--- src/rtl/cf_sector_reader.sv ---
module cf_sector_reader #(
  parameter int CNT_W             = 16,
  parameter int CHUNK_MAX         = 256,
  parameter int BURST_WORDS       = 16,
  parameter int BURSTS_PER_SECTOR = 16,
  parameter int LOCK_TRIES        = 12,
  parameter int LOCK_GAP          = 10_000_000,
  parameter int RDY_TRIES         = 2001,
  parameter int RDY_GAP           = 100_000
) (
  input  logic             clk,
  input  logic             rst_n,
  input  logic             start,
  input  logic [27:0]      start_lba,
  input  logic [CNT_W-1:0] start_count,
  output logic             busy,
  output logic             done,
  output logic             err,
  output logic [1:0]       err_code,
  output logic             reg_req,
  output logic             reg_we,
  output logic [7:0]       reg_addr,
  output logic [15:0]      reg_wdata,
  input  logic [15:0]      reg_rdata,
  input  logic             reg_ack,
  output logic             out_valid,
  output logic [7:0]       out_data,
  input  logic             out_ready
);
  localparam int TRY_MAX = (LOCK_TRIES > RDY_TRIES) ? LOCK_TRIES : RDY_TRIES;
  localparam int GAP_MAX = (LOCK_GAP > RDY_GAP) ? LOCK_GAP : RDY_GAP;
  localparam int TRY_W   = $clog2(TRY_MAX + 1);
  localparam int GAP_W   = $clog2(GAP_MAX + 1);
  localparam int WIDX_W  = (BURST_WORDS > 1) ? $clog2(BURST_WORDS) : 1;
  localparam int BRST_W  = $clog2(CHUNK_MAX * BURSTS_PER_SECTOR + 1);

  localparam logic [TRY_W-1:0]  LOCK_LAST = TRY_W'(LOCK_TRIES - 1);
  localparam logic [TRY_W-1:0]  RDY_LAST  = TRY_W'(RDY_TRIES - 1);
  localparam logic [GAP_W-1:0]  LGAP_LAST = GAP_W'(LOCK_GAP - 1);
  localparam logic [GAP_W-1:0]  RGAP_LAST = GAP_W'(RDY_GAP - 1);
  localparam logic [WIDX_W-1:0] WORD_LAST = WIDX_W'(BURST_WORDS - 1);

  localparam logic [7:0] A_STAT = 8'h04;
  localparam logic [7:0] A_LBLO = 8'h10;
  localparam logic [7:0] A_LBHI = 8'h12;
  localparam logic [7:0] A_CMD  = 8'h14;
  localparam logic [7:0] A_CTRL = 8'h18;
  localparam logic [7:0] A_DATA = 8'h40;

  localparam logic [1:0] E_NONE = 2'd0;
  localparam logic [1:0] E_CARD = 2'd1;
  localparam logic [1:0] E_HELD = 2'd2;
  localparam logic [1:0] E_NRDY = 2'd3;

  typedef enum logic [4:0] {
    S_IDLE, S_LK_RD, S_LK_WR, S_LK_POLL, S_LK_WAIT, S_RY_POLL, S_RY_WAIT,
    S_CH_LO, S_CH_HI, S_CH_CMD, S_RS_RD, S_RS_WR, S_BF_POLL, S_DT_RD,
    S_EM_LO, S_EM_HI, S_UR_RD, S_UR_WR, S_RL_RD, S_RL_WR, S_FIN
  } state_t;

  state_t             state;
  logic [27:0]        lba;
  logic [CNT_W-1:0]   remain;
  logic [CNT_W-1:0]   chunk_now;
  logic [BRST_W-1:0]  bursts_left;
  logic [WIDX_W-1:0]  widx;
  logic [TRY_W-1:0]   tries;
  logic [GAP_W-1:0]   gap;
  logic [15:0]        shadow;
  logic [1:0]         code;
  logic               xfer;

  assign chunk_now = (remain > CNT_W'(CHUNK_MAX)) ? CNT_W'(CHUNK_MAX) : remain;
  assign xfer      = reg_req && reg_ack;
  assign busy      = (state != S_IDLE);
  assign done      = (state == S_FIN);
  assign err       = done && (code != E_NONE);
  assign err_code  = code;
  assign out_valid = (state == S_EM_LO) || (state == S_EM_HI);
  assign out_data  = (state == S_EM_HI) ? shadow[15:8] : shadow[7:0];

  always_comb begin
    reg_req   = 1'b1;
    reg_we    = 1'b0;
    reg_addr  = A_CTRL;
    reg_wdata = 16'h0000;
    case (state)
      S_LK_RD, S_RS_RD, S_UR_RD, S_RL_RD: ;
      S_LK_WR: begin reg_we = 1'b1; reg_wdata = shadow | 16'h0002; end
      S_RS_WR: begin reg_we = 1'b1; reg_wdata = shadow | 16'h0080; end
      S_UR_WR: begin reg_we = 1'b1; reg_wdata = shadow & 16'hFF7F; end
      S_RL_WR: begin reg_we = 1'b1; reg_wdata = shadow & 16'hFFFD; end
      S_LK_POLL, S_RY_POLL, S_BF_POLL: reg_addr = A_STAT;
      S_CH_LO: begin reg_we = 1'b1; reg_addr = A_LBLO; reg_wdata = lba[15:0]; end
      S_CH_HI: begin reg_we = 1'b1; reg_addr = A_LBHI; reg_wdata = {4'h0, lba[27:16]}; end
      S_CH_CMD: begin reg_we = 1'b1; reg_addr = A_CMD; reg_wdata = {8'h03, chunk_now[7:0]}; end
      S_DT_RD: reg_addr = A_DATA;
      default: reg_req = 1'b0;
    endcase
  end

  always_ff @(posedge clk) begin
    if (!rst_n) begin
      state       <= S_IDLE;
      lba         <= '0;
      remain      <= '0;
      bursts_left <= '0;
      widx        <= '0;
      tries       <= '0;
      gap         <= '0;
      shadow      <= '0;
      code        <= E_NONE;
    end else begin
      case (state)
        S_IDLE: if (start) begin
          lba    <= start_lba;
          remain <= start_count;
          code   <= E_NONE;
          tries  <= '0;
          state  <= (start_count == '0) ? S_FIN : S_LK_RD;
        end
        S_LK_RD: if (xfer) begin shadow <= reg_rdata; state <= S_LK_WR; end
        S_LK_WR: if (xfer) state <= S_LK_POLL;
        S_LK_POLL: if (xfer) begin
          if (reg_rdata[1]) begin
            tries <= '0;
            state <= S_RY_POLL;
          end else if (tries == LOCK_LAST) begin
            code  <= reg_rdata[4] ? E_HELD : E_CARD;
            state <= S_FIN;
          end else begin
            tries <= tries + 1'b1;
            gap   <= '0;
            state <= S_LK_WAIT;
          end
        end
        S_LK_WAIT: begin
          gap <= gap + 1'b1;
          if (gap == LGAP_LAST) state <= S_LK_POLL;
        end
        S_RY_POLL: if (xfer) begin
          if (!reg_rdata[4]) begin
            code  <= E_CARD;
            state <= S_RL_RD;
          end else if (reg_rdata[8]) begin
            state <= S_CH_LO;
          end else if (tries == RDY_LAST) begin
            code  <= E_NRDY;
            state <= S_RL_RD;
          end else begin
            tries <= tries + 1'b1;
            gap   <= '0;
            state <= S_RY_WAIT;
          end
        end
        S_RY_WAIT: begin
          gap <= gap + 1'b1;
          if (gap == RGAP_LAST) state <= S_RY_POLL;
        end
        S_CH_LO: if (xfer) state <= S_CH_HI;
        S_CH_HI: if (xfer) state <= S_CH_CMD;
        S_CH_CMD: if (xfer) begin
          bursts_left <= BRST_W'(chunk_now * BURSTS_PER_SECTOR);
          state       <= S_RS_RD;
        end
        S_RS_RD: if (xfer) begin shadow <= reg_rdata; state <= S_RS_WR; end
        S_RS_WR: if (xfer) state <= S_BF_POLL;
        S_BF_POLL: if (xfer && reg_rdata[5]) begin
          widx  <= '0;
          state <= S_DT_RD;
        end
        S_DT_RD: if (xfer) begin shadow <= reg_rdata; state <= S_EM_LO; end
        S_EM_LO: if (out_ready) state <= S_EM_HI;
        S_EM_HI: if (out_ready) begin
          if (widx != WORD_LAST) begin
            widx  <= widx + 1'b1;
            state <= S_DT_RD;
          end else begin
            bursts_left <= bursts_left - 1'b1;
            state       <= (bursts_left == BRST_W'(1)) ? S_UR_RD : S_BF_POLL;
          end
        end
        S_UR_RD: if (xfer) begin shadow <= reg_rdata; state <= S_UR_WR; end
        S_UR_WR: if (xfer) begin
          lba    <= lba + 28'(chunk_now);
          remain <= remain - chunk_now;
          state  <= (remain == chunk_now) ? S_RL_RD : S_CH_LO;
        end
        S_RL_RD: if (xfer) begin shadow <= reg_rdata; state <= S_RL_WR; end
        S_RL_WR: if (xfer) state <= S_FIN;
        S_FIN: state <= S_IDLE;
        default: state <= S_IDLE;
      endcase
    end
  end
endmodule


--- config.mk ---
export PLATFORM = sky130hd
export DESIGN_NAME = cf_sector_reader
export DESIGN_NICKNAME = d
export VERILOG_FILES = /design/src/rtl/cf_sector_reader.sv
export SDC_FILE = /design/constraint.sdc
export NUM_CORES = 1
export LEC_CHECK = 0
export BUFFER_PORTS_ARGS = -buffer_cell sky130_fd_sc_hd__buf_2
export CAP_MARGIN = 40
export CORE_ASPECT_RATIO = 0.75
export CORE_MARGIN = 2
export CORE_UTILIZATION = 33
export CTS_CLUSTER_DIAMETER = 50
export DETAILED_ROUTE_END_ITERATION = 8
export PLACE_DENSITY = 0.47
export SLEW_MARGIN = 15
export SYNTH_ARGS = -nofsm -noshare
export SYNTH_HDL_FRONTEND = slang
export SYNTH_SLANG_ARGS = --single-unit
--- constraint.sdc ---
create_clock -name clk -period 9.6 [get_ports clk]
set_clock_uncertainty 0.1 [all_clocks]
set_input_delay 0.48 -clock clk [delete_from_list [all_inputs] [get_ports clk]]
set_output_delay 0.48 -clock clk [all_outputs]
set_load 0.02 [all_outputs]
Word-level counts from Yosys, hierarchy flattened
Cells that the tools add are included.
Word-level totals
  register bits after elaboration: 119
  bits in latches: 0
  memory bits (writable): 0
  ROM bits: 0
  input port bits: 65
  output and inout bits: 40
  logic and storage cells: 177
  memories kept: 0
Cells by class
  add/subtract/negate cells: 6
  multipliers: 0
  div/mod/pow operators: 0
  magnitude comparators: 1
  equal/unequal tests: 58
  shift operators: 0
  muxes and demuxes: 77
  bitwise operators: 0
  reduce and logical (&&, ||, !) cells: 26
Operator list (number)
  two-way mux 24 bit: 7
  two-way mux 5 bit: 29
  one-hot mux 16 bit (7 select lines): 1
  one-hot mux 5 bit (20 select lines): 1
  two-way mux 11 bit: 8
  one-hot mux 24 bit (3 select lines): 1
  two-way mux 28 bit: 2
  one-hot mux 28 bit (2 select lines): 1
  inequality test 2 bit (second input constant): 27
  two-way mux 16 bit: 3
  == test 5 x 4 -> 1 bit (second input constant): 8
  two-way mux 13 bit: 3
  one-hot mux 7 bit (5 select lines): 1
  one-hot mux 11 bit (3 select lines): 1
  one-hot mux 16 bit (2 select lines): 1
  adder 28 x 16 -> 28 bit: 1
  one-hot mux 13 bit (2 select lines): 1
  == test 5 bit (second input constant): 5
  adder 24 x 1 -> 24 bit (second input constant): 1
  == test 24 x 17 -> 1 bit (second input constant): 1
  == test 24 bit (second input constant): 1
  AND reduction 8 bit: 3
  == test 5 x 3 -> 1 bit (second input constant): 4
  AND reduction 20 bit: 1
  35 further kinds: 56

Longest topological paths before layout
Gate-level depths: netlist (run 1).
  depth in word-level cells: 7
  gate-level depth with buffers: 17
  gate-level depth less buffers: 15

Worst setup path before layout (run 1)
No wires, ideal clock.
  path type: reg-to-reg
  start point: reg remain[1]
  end point: reg lba[15]
  library setup time: 0.133 ns
  arrival time: 3.633 ns
  data required time: 9.367 ns
  path slack: 5.733 ns
  cell stages (with the launch flop): 17
  path buffers: 2
  period minus slack after synthesis: 3.867 ns
  path through: dfxtp_1 buf_6 or3_4 o31a_1 nor2_1 clkbuf_1 nand2_1 inv_1 ha_1 a21o_1 a211oi_1 o41a_1 o21ai_2 a41o_2 a221oi_1 xor2_1 a21oi_1
On the way
  longest elaborated chain between the ends: 5
Ends and longest elaborated chain
  start, declared: RTL line 63  | logic [CNT_W-1:0] remain;
  start signal, assigned: RTL line 117  | remain <= start_count;
  start signal, assigned: RTL line 186  | remain <= remain - chunk_now;
  > comparator 16 x 9 -> 1 bit: RTL line 73  | assign chunk_now = (remain > CNT_W'(CHUNK_MAX)) ? CNT_W'(CHUNK_MAX) : remain;
  two-way mux 16 bit (*): RTL line 73
  adder 28 x 16 -> 28 bit (*): RTL line 185  | lba <= lba + 28'(chunk_now);
  two-way mux 28 bit (*): RTL line 184  | S_UR_WR: if (xfer) begin
  one-hot mux 28 bit (2 select lines) (*): RTL line 114  | case (state)
  end signal, assigned: RTL line 116  | lba <= start_lba;
  end signal, assigned: RTL line 185
  end, declared: RTL line 62  | logic [27:0] lba;
Every way passes the cells marked *; elsewhere a longest branch is shown, timed or not. The select of a mux whose other input is x is not followed.
A chain may end at the register's enable or synchronous reset.

Worst setup path after layout (run 1)
  start point: reg remain[2]
  end point: reg lba[20]
Same word-level chain as after synthesis.

==> metrics.txt, run 1 <==
clk sinks 119; Switching Fraction 0.413; Sw Pwr 913 uW; CP Max Fanout 16; CP startpoint kind flip-flop; Synth cell types 89; die area 25700 um2; Power Dens Cells 233 nW/um2; pin count of the biggest net entering global routing 57; unrepaired setup endpoints after global routing no; final worst slack 5.59 ns; dpl hpwl 20100 um; Worst-path clk slew 0.06 ns; clock buffer depth 2; Initial DRC Count 610; Initial Utilization 0.336; vias in the first global route 7625; EDFF count, synth 0; TritonCTS buffer count 17; register bit total from synthesis 119; final net count 1254; Syn Inst Count 1087; sum of negative setup slack 0 ns; Gate power share 0.398; Setup violations, final 0; H-tree depth 4; Crit. End Element flip-flop; Die X 184 um; Post-synth top flop dfxtp_1; dpl ws 5.64 ns; wire per inst 18.4 um; core area 24000 um2; Worst Path Required 9.82 ns; hold_buf cts 0; crit share post-route 0.418; worst rel slew slack 0.463; status finished, final reports clean; Max Transition Viols Final 0; post-CTS sizing 0; global route total overflow 0; gpl congestion 0.863; clock tree root driver cell clkbuf_16; row cnt 49; P&R area growth vs syn 17.6%; Fillers 2538; Routed Antenna Nets 0; final std cells w/o fill 1511; Max VDD drop 0.000118 V; drt via density 5.50; count leader, synth nor2_1; mean area per synthesized cell 7.42 um2; register area share after synthesis 0.295; top cells by count, synth 153 x nor2_1, 119 x dfxtp_1, 117 x nand2_1; share of post-route cells with drive strength above 1 0.155; Setup CP Type reg2reg; # IOs 105; Syn. warnings 0; Min-Delay Path Class in2reg; Fmax achieved 249 MHz; DRC Markers 0; clk_lat worst skew 0.43 ns; Flop pwr share 0.308; dpl cells 1480; Final Hold Vio Count 0; number of setup buffers added after CTS 0; area share of the largest cell type after synthesis 0.295; vias after detailed routing 8308; Max-Cap Viols 0; total global-route track usage 0.219; Yosys top cell by area dfxtp_1; PortBufs 101; Synth async-reset ratio 0; Ant. Diodes 0; min Tclk post-route 4.01 ns; Die Span Y 139 um; top post-synthesis cells by area dfxtp_1 30%, nor2_1 7.1%, nand2_1 5.4%; P_int 1.30 mW; total wire length after detailed routing 27900 um; Leakage 3.85 nW; Tightest Pin Transition 0.806 ns; antenna violations before repair 0; first-pass GRT wire length 44100 um; arrival time worst endpoint 4.23 ns; drt first pass iters 7; CTS tree done; area of the mapped netlist 8060 um2; clock power share 0.294
-- metrics by stage --
step | cell area (um2) | util | hold WS [ns] | total power, mW
after floorplan | 8100 | - | 0.349 | 1.29
after global placement | 8850 | 0.369 | 0.367 | 1.55
after detailed placement | 8900 | 0.371 | 0.367 | 1.55
after CTS | 9480 | 0.396 | 0.173 | 2.21
after global routing | 9480 | 0.396 | 0.174 | 2.35
final | 9480 | 0.396 | 0.183 | 2.21
-- per-layer routing --
layer	GRT usage	wire, um	vias to the layer above
li1	-	-	4122
met5	0	0	-
met2	0.294	11200	233
met4	0.0552	352	0
met3	0.0427	1520	18
met1	0.349	14800	3935
-- cells by family (layout without fill, tap and decap cells) --
logic type,after synthesis,count (layout),share of synthesized area
compound gates,298,298,0.248
xor+xnor,48,48,0.0521
fa+ha+maj,21,21,0.0326
buf+inv,100,184,0.0523
flops,119,119,0.295
mux,24,24,0.0298
other cells,2,11,0.000931
simple gates,475,475,0.288
-- path summary, 6_finish.rpt --
| kind | startpoint | endpoint | slack [ns] | cells past startpoint |
|---|---|---|---|---|
| hold / removal | reg_rdata[12] | shadow[12] | 0.18 | 3 |
| hold reg to reg | bursts_left[7] | bursts_left[7] | 0.38 | 2 |
| setup reg to reg | remain[2] | lba[20] | 5.59 | 15 |
| setup / recovery | remain[2] | lba[20] | 5.59 | 15 |
-- critical path, cell delays in order (launching register included) --
cell and delay (ns):
dfxtp_1 0.41, or3_4 0.44, o31a_1 0.35, nor2_1 0.10
buf_4 0.22, nand2_1 0.12, xnor2_1 0.16, ha_1 0.27
a221oi_1 0.32, o31ai_1 0.10, a31oi_1 0.30, and4b_1 0.26
o31a_1 0.34, nand4_1 0.15, o21ai_0 0.09, o21a_1 0.18
-- cells in the final DEF (no fill, tap or decap), drive strengths merged, types with 6 or more instances in the layout --
cell type,instances
o21ai,71
o31ai,7
nor2b,6
o211ai,8
xor2,17
a221oi,9
nor3,28
a21o,15
conb,11
a21oi,71
mux2i,24
nand2b,15
nand4,21
nor2,155
clkinv,8
nor4,15
nor4b,7
nand2,117
nand3,43
ha,21
inv,31
o22ai,10
or3,15
o21a,6
a31oi,21
clkbuf,21
dfxtp,119
buf,121
a211oi,12
and3,21
xnor2,31
or4,10
a222oi,8
a311oi,6
a22oi,10
-- cell type report --
class,instances,area (um2),share of cell area
multi-input cells,877,5310,0.560
repair buffers,121,674,0.0711
clock buffers,21,450,0.0475
clock inverters,10,129,0.0136
inverters,32,120,0.0127
flip-flops and latches,119,2380,0.251
well taps,331,414,0.0437
-- power groups by stage --
| stage | registers, mW | clock network, mW | logic [mW] |
|---|---|---|---|
| after global routing | 0.693 | 0.688 | 0.970 |
| after floorplan | 0.635 | 0 | 0.653 |
| final | 0.681 | 0.650 | 0.881 |
| after detailed placement | 0.690 | 0 | 0.863 |
| after global placement | 0.689 | 0 | 0.861 |
| after CTS | 0.679 | 0.665 | 0.869 |
-- registers in the layout, indices dropped and copies added (netlist names) --
signal / cells
bursts_left: 13
err_code: 2
gap: 24
lba: 28
remain: 16
shadow: 16
state: 5
tries: 11
widx: 4
Power figures use the tool's default switching activity.
==> inputs of run 2 (changes only) <==
clock period = 3.7 ns   (was 9.6 ns; I/O delays follow)
==> run 2 against run 1 <==
Net effect:
- worst hold slack worse by 0.16 ns
- sequential cell count stayed put
- utilization is 2.2 points higher
- largest cell class unchanged
- largest power group unchanged
- count of clock-buffer cells in the layout is 2 higher
- sequential share of layout area is 1.4 points lower
==> metrics.txt, run 2 (same netlist as run 1, synthesis figures left out) <==
Die X 184 um (unchanged); most frequent cells in the layout 150 x nor2_1, 119 x dfxtp_1, 117 x nand2_1; Sw Pwr 2.40 mW (+160%); Final Hold Vio Count 0 (unchanged); CTS tree done; Initial Utilization 0.336 (unchanged); Power Dens Cells 593 nW/um2 (+150%); crit share post-route 0.958 (+0.540); Leakage 4.12 nW (+7.1%); vias after detailed routing 8490 (+2.2%); total wire length after detailed routing 28300 um (+1.4%); PortBufs 101 (unchanged); first-pass GRT wire length 44300 um (+0.58%); dpl ws 0.133 ns (-5.51 ns); met3 Use GR 0.0471 (+0.00445); H-tree depth 4 (unchanged); clk_lat worst skew 0.42 ns (about the same); GR Util met1 0.346 (-0.00270); Flop pwr share 0.295 (-0.013); wire per inst 18.0 um (-2.3%); CP Max Fanout 4 (-12); clk sinks 119 (unchanged); gpl congestion 0.911 (+5.6%); core area 24000 um2 (unchanged); # IOs 105 (unchanged); Tightest Pin Transition 0.784 ns (-0.0223 ns); final worst slack 0.157 ns (-5.43 ns); Max VDD drop 0.000349 V (+190%); GRT Max-Usage Layer met1; Min-Delay Path Class in2reg; Worst-path clk slew 0.06 ns (about the same); clock buffer depth 2 (unchanged); Largest register FFs 28 (unchanged); clock tree root driver cell clkbuf_16; arrival time worst endpoint 3.74 ns (-0.49 ns); global route total overflow 0 (unchanged); Initial DRC Count 692 (+13%); dpl hpwl 20600 um (+2.5%); drt via density 5.42 (-1.5%); Fmax achieved 282 MHz (+13%); DRC Markers 0 (unchanged); Final Util 0.418 (+0.0225); clock power share 0.279 (-0.015); vias in the first global route 7784 (+2.1%); worst rel slew slack 0.477 (+0.0141); Routed Antenna Nets 0 (unchanged); Largest regs lba (28), gap (24); Switching Fraction 0.404 (-0.00880); P_int 3.54 mW (+170%); die area 25700 um2 (unchanged); Reg with most FFs lba; status finished, final reports clean; min Tclk post-route 3.54 ns (-0.470 ns); P&R area growth vs syn 24.3%; TritonCTS buffer count 17 (unchanged); Setup CP Type reg2reg; Crit. End Element flip-flop; Max-Cap Viols 0 (unchanged); row cnt 49 (unchanged); pin count of the biggest net entering global routing 43 (-25%); Worst Path Required 3.90 ns (-5.92 ns); Max Transition Viols Final 0 (unchanged); antenna violations before repair 2 (+2); commonest non-fill, non-tap cell in the layout nor2_1; Die Span Y 139 um (unchanged); final net count 1314 (+4.8%); Setup violations, final 0 (unchanged); M2 GR Usage 0.296 (+0.00257); Ant. Diodes 0 (unchanged); share of post-route cells with drive strength above 1 0.172 (+0.0172); drt first pass iters 7 (unchanged); Gate power share 0.426 (+0.028); total global-route track usage 0.221 (+0.00168); CP startpoint kind flip-flop
==> run 2: cell count changes in the layout (fill, tap and decap cells not counted), sizes merged <==
cell,delta
bufinv,-1
clkinv,-5
dlygate4sd3,+31
buf,+29
clkbuf,+2
==> run 2: path summary, 6_finish.rpt <==
kind                                     start             end  slack [ns]  cells after the start
worst min-delay path              start_lba[9]          lba[9]        0.02                      3
worst min register to register  bursts_left[4]  bursts_left[4]        0.39                      2
worst max-delay path                 remain[0]         lba[15]        0.16                     15
worst max register to register       remain[0]         lba[15]        0.16                     15
==> run 2: area by class of cell <==
cell class | instances | area [um2]
clock buffer | 23 | 498
tap | 331 | 414
multi-input combinational | 877 | 5330
sequential | 119 | 2380
timing repair buffer | 181 | 1210
clock inverter | 4 | 70.1
fill | 2505 | 13900
inverter | 32 | 120
==> run 2: timing repair <==
item                                   CTS  global route
endpoints found under the hold margin   31             0
gates resized for setup                  0             4
setup endpoints to repair                0            10
hold buffers                            31             0
buffers inserted                         0             2
==> run 2: power groups by stage <==
stage	clock [mW]	combinational [mW]	sequential, mW
2_1_floorplan	0	1.70	1.65
3_3_place_gp	0	2.44	1.77
3_5_place_dp	0	2.42	1.77
4_1_cts	1.69	2.46	1.74
5_1_grt	1.75	2.78	1.78
6_report	1.66	2.53	1.75
==> run 2: critical path: stages (launching register included) <==
cell      delay (ns)
dfxtp_1         0.32
or3_1           0.40
o31a_1          0.34
nor2_4          0.15
buf_4           0.13
nand2_1         0.09
inv_1           0.07
ha_1            0.23
a21o_1          0.20
a211oi_1        0.23
o41a_1          0.20
o21ai_2         0.09
a41o_2          0.30
a221oi_1        0.31
xor2_1          0.18
a21oi_1         0.08
==> run 2: layer usage <==
metal,share of wire,up-vias
met3,0.072,25
li1,-,4232
met2,0.40,302
met1,0.52,3929
met5,0.00057,-
met4,0.013,2
==> run 2: metrics by stage <==
stage | hold WS (ns) | power [mW] | TNS, ns | cell area [um2] | instances
after global placement | 0.318 | 4.21 | 0 | 9090 | 1505
after global routing | 0.0184 | 6.31 | -0.221 | 10000 | 1567
after floorplan | 0.221 | 3.35 | 0 | 8100 | 1096
after detailed placement | 0.322 | 4.19 | 0 | 9110 | 1507
final | 0.0223 | 5.94 | 0 | 10000 | 1567
after CTS | 0.000441 | 5.90 | 0 | 9990 | 1565
==> inputs of run 3 (changes only) <==
CORE_UTILIZATION = 64   (was 33)
PLACE_DENSITY = 0.84   (was 0.47)
clock period = 4.35 ns   (was 3.7 ns; I/O delays follow)
==> run 3 against run 2 <==
Net effect:
- worst setup slack better by 0.21 ns
- critical endpoint is now lba[20]
- count of clock-buffer cells in the layout decreased by 5
- first-iteration DRC count is 90% higher
- final area shrank 4.7%
- sequential share of layout area increased by 1.2 points
- wire length fell by 9.7%
- die area down 47%
- clock power shrank 16%
- power fell by 19%
- highest routed layer is now met4
- combinational power down 24%
- non-clock buffer count shrank 30
- fmax is 11% lower
==> metrics.txt, run 3 (same netlist as run 1, synthesis figures left out) <==
status finished, final reports clean; post-route design area 9550 um2 (-4.7%); R2R depth 15 (unchanged); Worst-path clk slew 0.06 ns (about the same); P&R area growth vs syn 18.5%; worst rel slew slack 0.388 (-0.0892); Max-Cap Viols 0 (unchanged); reg2reg end lba[20]; drt first pass iters 9 (+2); Final Hold Vio Count 0 (unchanged); die area 13500 um2 (-47%); gpl congestion 0.960 (+5.3%); RR Startpoint remain[2]; unrepaired setup endpoints after global routing no; antenna violations before repair 0 (-2); wire per inst 18.5 um (+2.8%); HP Start start_count[3]; Routed Antenna Nets 0 (unchanged); post-CTS sizing 0 (unchanged); Sw Pwr 2.01 mW (-16%); min Tclk post-route 3.98 ns (+0.441 ns); first-pass GRT wire length 41100 um (-7.3%); CP startpoint kind flip-flop; Min-Delay Path Class in2reg; PortBufs 101 (unchanged); Max VDD drop 0.000368 V (+5.5%); WHS Path Cells 3 (unchanged); final net count 1284 (-2.3%); Flop pwr share 0.315 (+0.020); clk_lat worst skew 0.42 ns (about the same); P_int 2.82 mW (-20%); pin count of the biggest net entering global routing 45 (+4.7%); total wire length after detailed routing 25500 um (-9.7%); Fmax achieved 251 MHz (-11%); r2r setup slk 0.37 ns (+0.21 ns); Switching Fraction 0.416 (+0.0122); DRC Markers 0 (unchanged); clock buffer depth 2 (unchanged); Power Dens Cells 506 nW/um2 (-15%); vias after detailed routing 8956 (+5.5%); Setup CP Type reg2reg; vias in the first global route 8000 (+2.8%); arrival time worst endpoint 4.20 ns (+0.46 ns); Worst Path Required 4.56 ns (+0.66 ns); clock power share 0.289 (+0.010); H-tree depth 4 (unchanged); Placement Cell Area 8690 um2 (-4.6%); share of post-route cells with drive strength above 1 0.152 (-0.0204); Setup violations, final 0 (unchanged); most frequent cells in the layout 152 x nor2_1, 119 x dfxtp_1, 117 x nand2_1; commonest non-fill, non-tap cell in the layout nor2_1; clock tree root driver cell clkbuf_16; Die Span Y 101 um (-27%); Initial DRC Count 1318 (+90%); Reg with most FFs lba; dpl hpwl 17200 um (-16%); crit share post-route 0.916 (-0.0418); CP Max Fanout 16 (+12); drt via density 6.50 (+20%); Ant. Diodes 0 (unchanged); Gate power share 0.396 (-0.030); clk sinks 119 (unchanged); Initial Utilization 0.655 (+0.319); Largest register FFs 28 (unchanged); sum of negative setup slack 0 ns (unchanged); Max Transition Viols Final 0 (unchanged); # IOs 105 (unchanged); Leakage 3.95 nW (-4.1%); Hold Crit Endpoint remain[3]; Tightest Pin Transition 0.915 ns (+0.131 ns); Die X 134 um (-28%); total global-route track usage 0.381 (+0.160); global route total overflow 0 (unchanged); CTS tree done; TritonCTS buffer count 17 (unchanged); row cnt 35 (-29%); worst hold slack 0.0165 ns (-0.00578 ns); Largest regs lba (28), gap (24); core area 12300 um2 (-49%); Crit. End Element flip-flop
==> run 3: how the worst max path moves through the flow <==
stage | depth (start not counted) | slack [ns] | to | from
floorplan | 16 | 0.48 | lba[15] | remain[1]
finish | 15 | 0.37 | lba[20] | remain[2]
detailed placement | 15 | 0.46 | lba[20] | remain[2]
CTS | 15 | 0.42 | lba[20] | remain[2]
global placement | 15 | 0.59 | lba[20] | remain[2]
global route | 15 | 0.16 | lba[14] | remain[2]
==> run 3: area by class of cell <==
| type | instances | area [um2] |
|---|---|---|
| repair buffers | 151 | 958 |
| multi-input cells | 877 | 5300 |
| fillers | 929 | 2750 |
| flip-flops and latches | 119 | 2380 |
| clock inverters | 14 | 153 |
| well taps | 166 | 208 |
| clock buffers | 18 | 429 |
| inverters | 32 | 120 |
==> run 3: timing repair <==
action                    CTS  global route
setup buffers               0             0
hold endpoints to repair   28             0
hold buffers               28             0
==> run 3: metal layers <==
layer,up-vias,global-route usage,routed length (um),share of wire
li1,4180,-,-,-
met1,4097,0.533,10800,0.42
met3,77,0.0861,3100,0.12
met5,-,0,0,0
met2,602,0.580,10900,0.43
met4,0,0.145,720,0.028
==> run 3: power groups by stage <==
| stage | sequential (mW) | combinational [mW] | clock [mW] |
|---|---|---|---|
| 2_1_floorplan | 1.40 | 1.44 | 0 |
| 3_3_place_gp | 1.52 | 1.79 | 0 |
| 3_5_place_dp | 1.53 | 1.82 | 0 |
| 4_1_cts | 1.51 | 1.86 | 1.40 |
| 5_1_grt | 1.54 | 2.09 | 1.46 |
| 6_report | 1.52 | 1.92 | 1.40 |
==> run 3: metrics by stage <==
step / setup WS (ns) / util / power, mW / std cells
detailed placement: 0.459 / 0.706 / 3.35 / 1317
global placement: 0.591 / 0.705 / 3.30 / 1316
finish: 0.366 / 0.776 / 4.84 / 1377
floorplan: 0.483 / - / 2.84 / 1096
global route: 0.156 / 0.776 / 5.09 / 1377
CTS: 0.417 / 0.776 / 4.76 / 1377
==> run 3: critical path, cell delays in order (launching register included) <==
cell and delay [ns]:
dfxtp_1 0.41, or3_4 0.44, o31a_1 0.34, nor2_1 0.10
buf_4 0.21, nand2_1 0.12, xnor2_1 0.15, ha_1 0.27
a221oi_1 0.32, o31ai_1 0.10, a31oi_1 0.28, and4b_1 0.25
o31a_1 0.34, nand4_1 0.15, o21ai_0 0.09, o21a_1 0.18
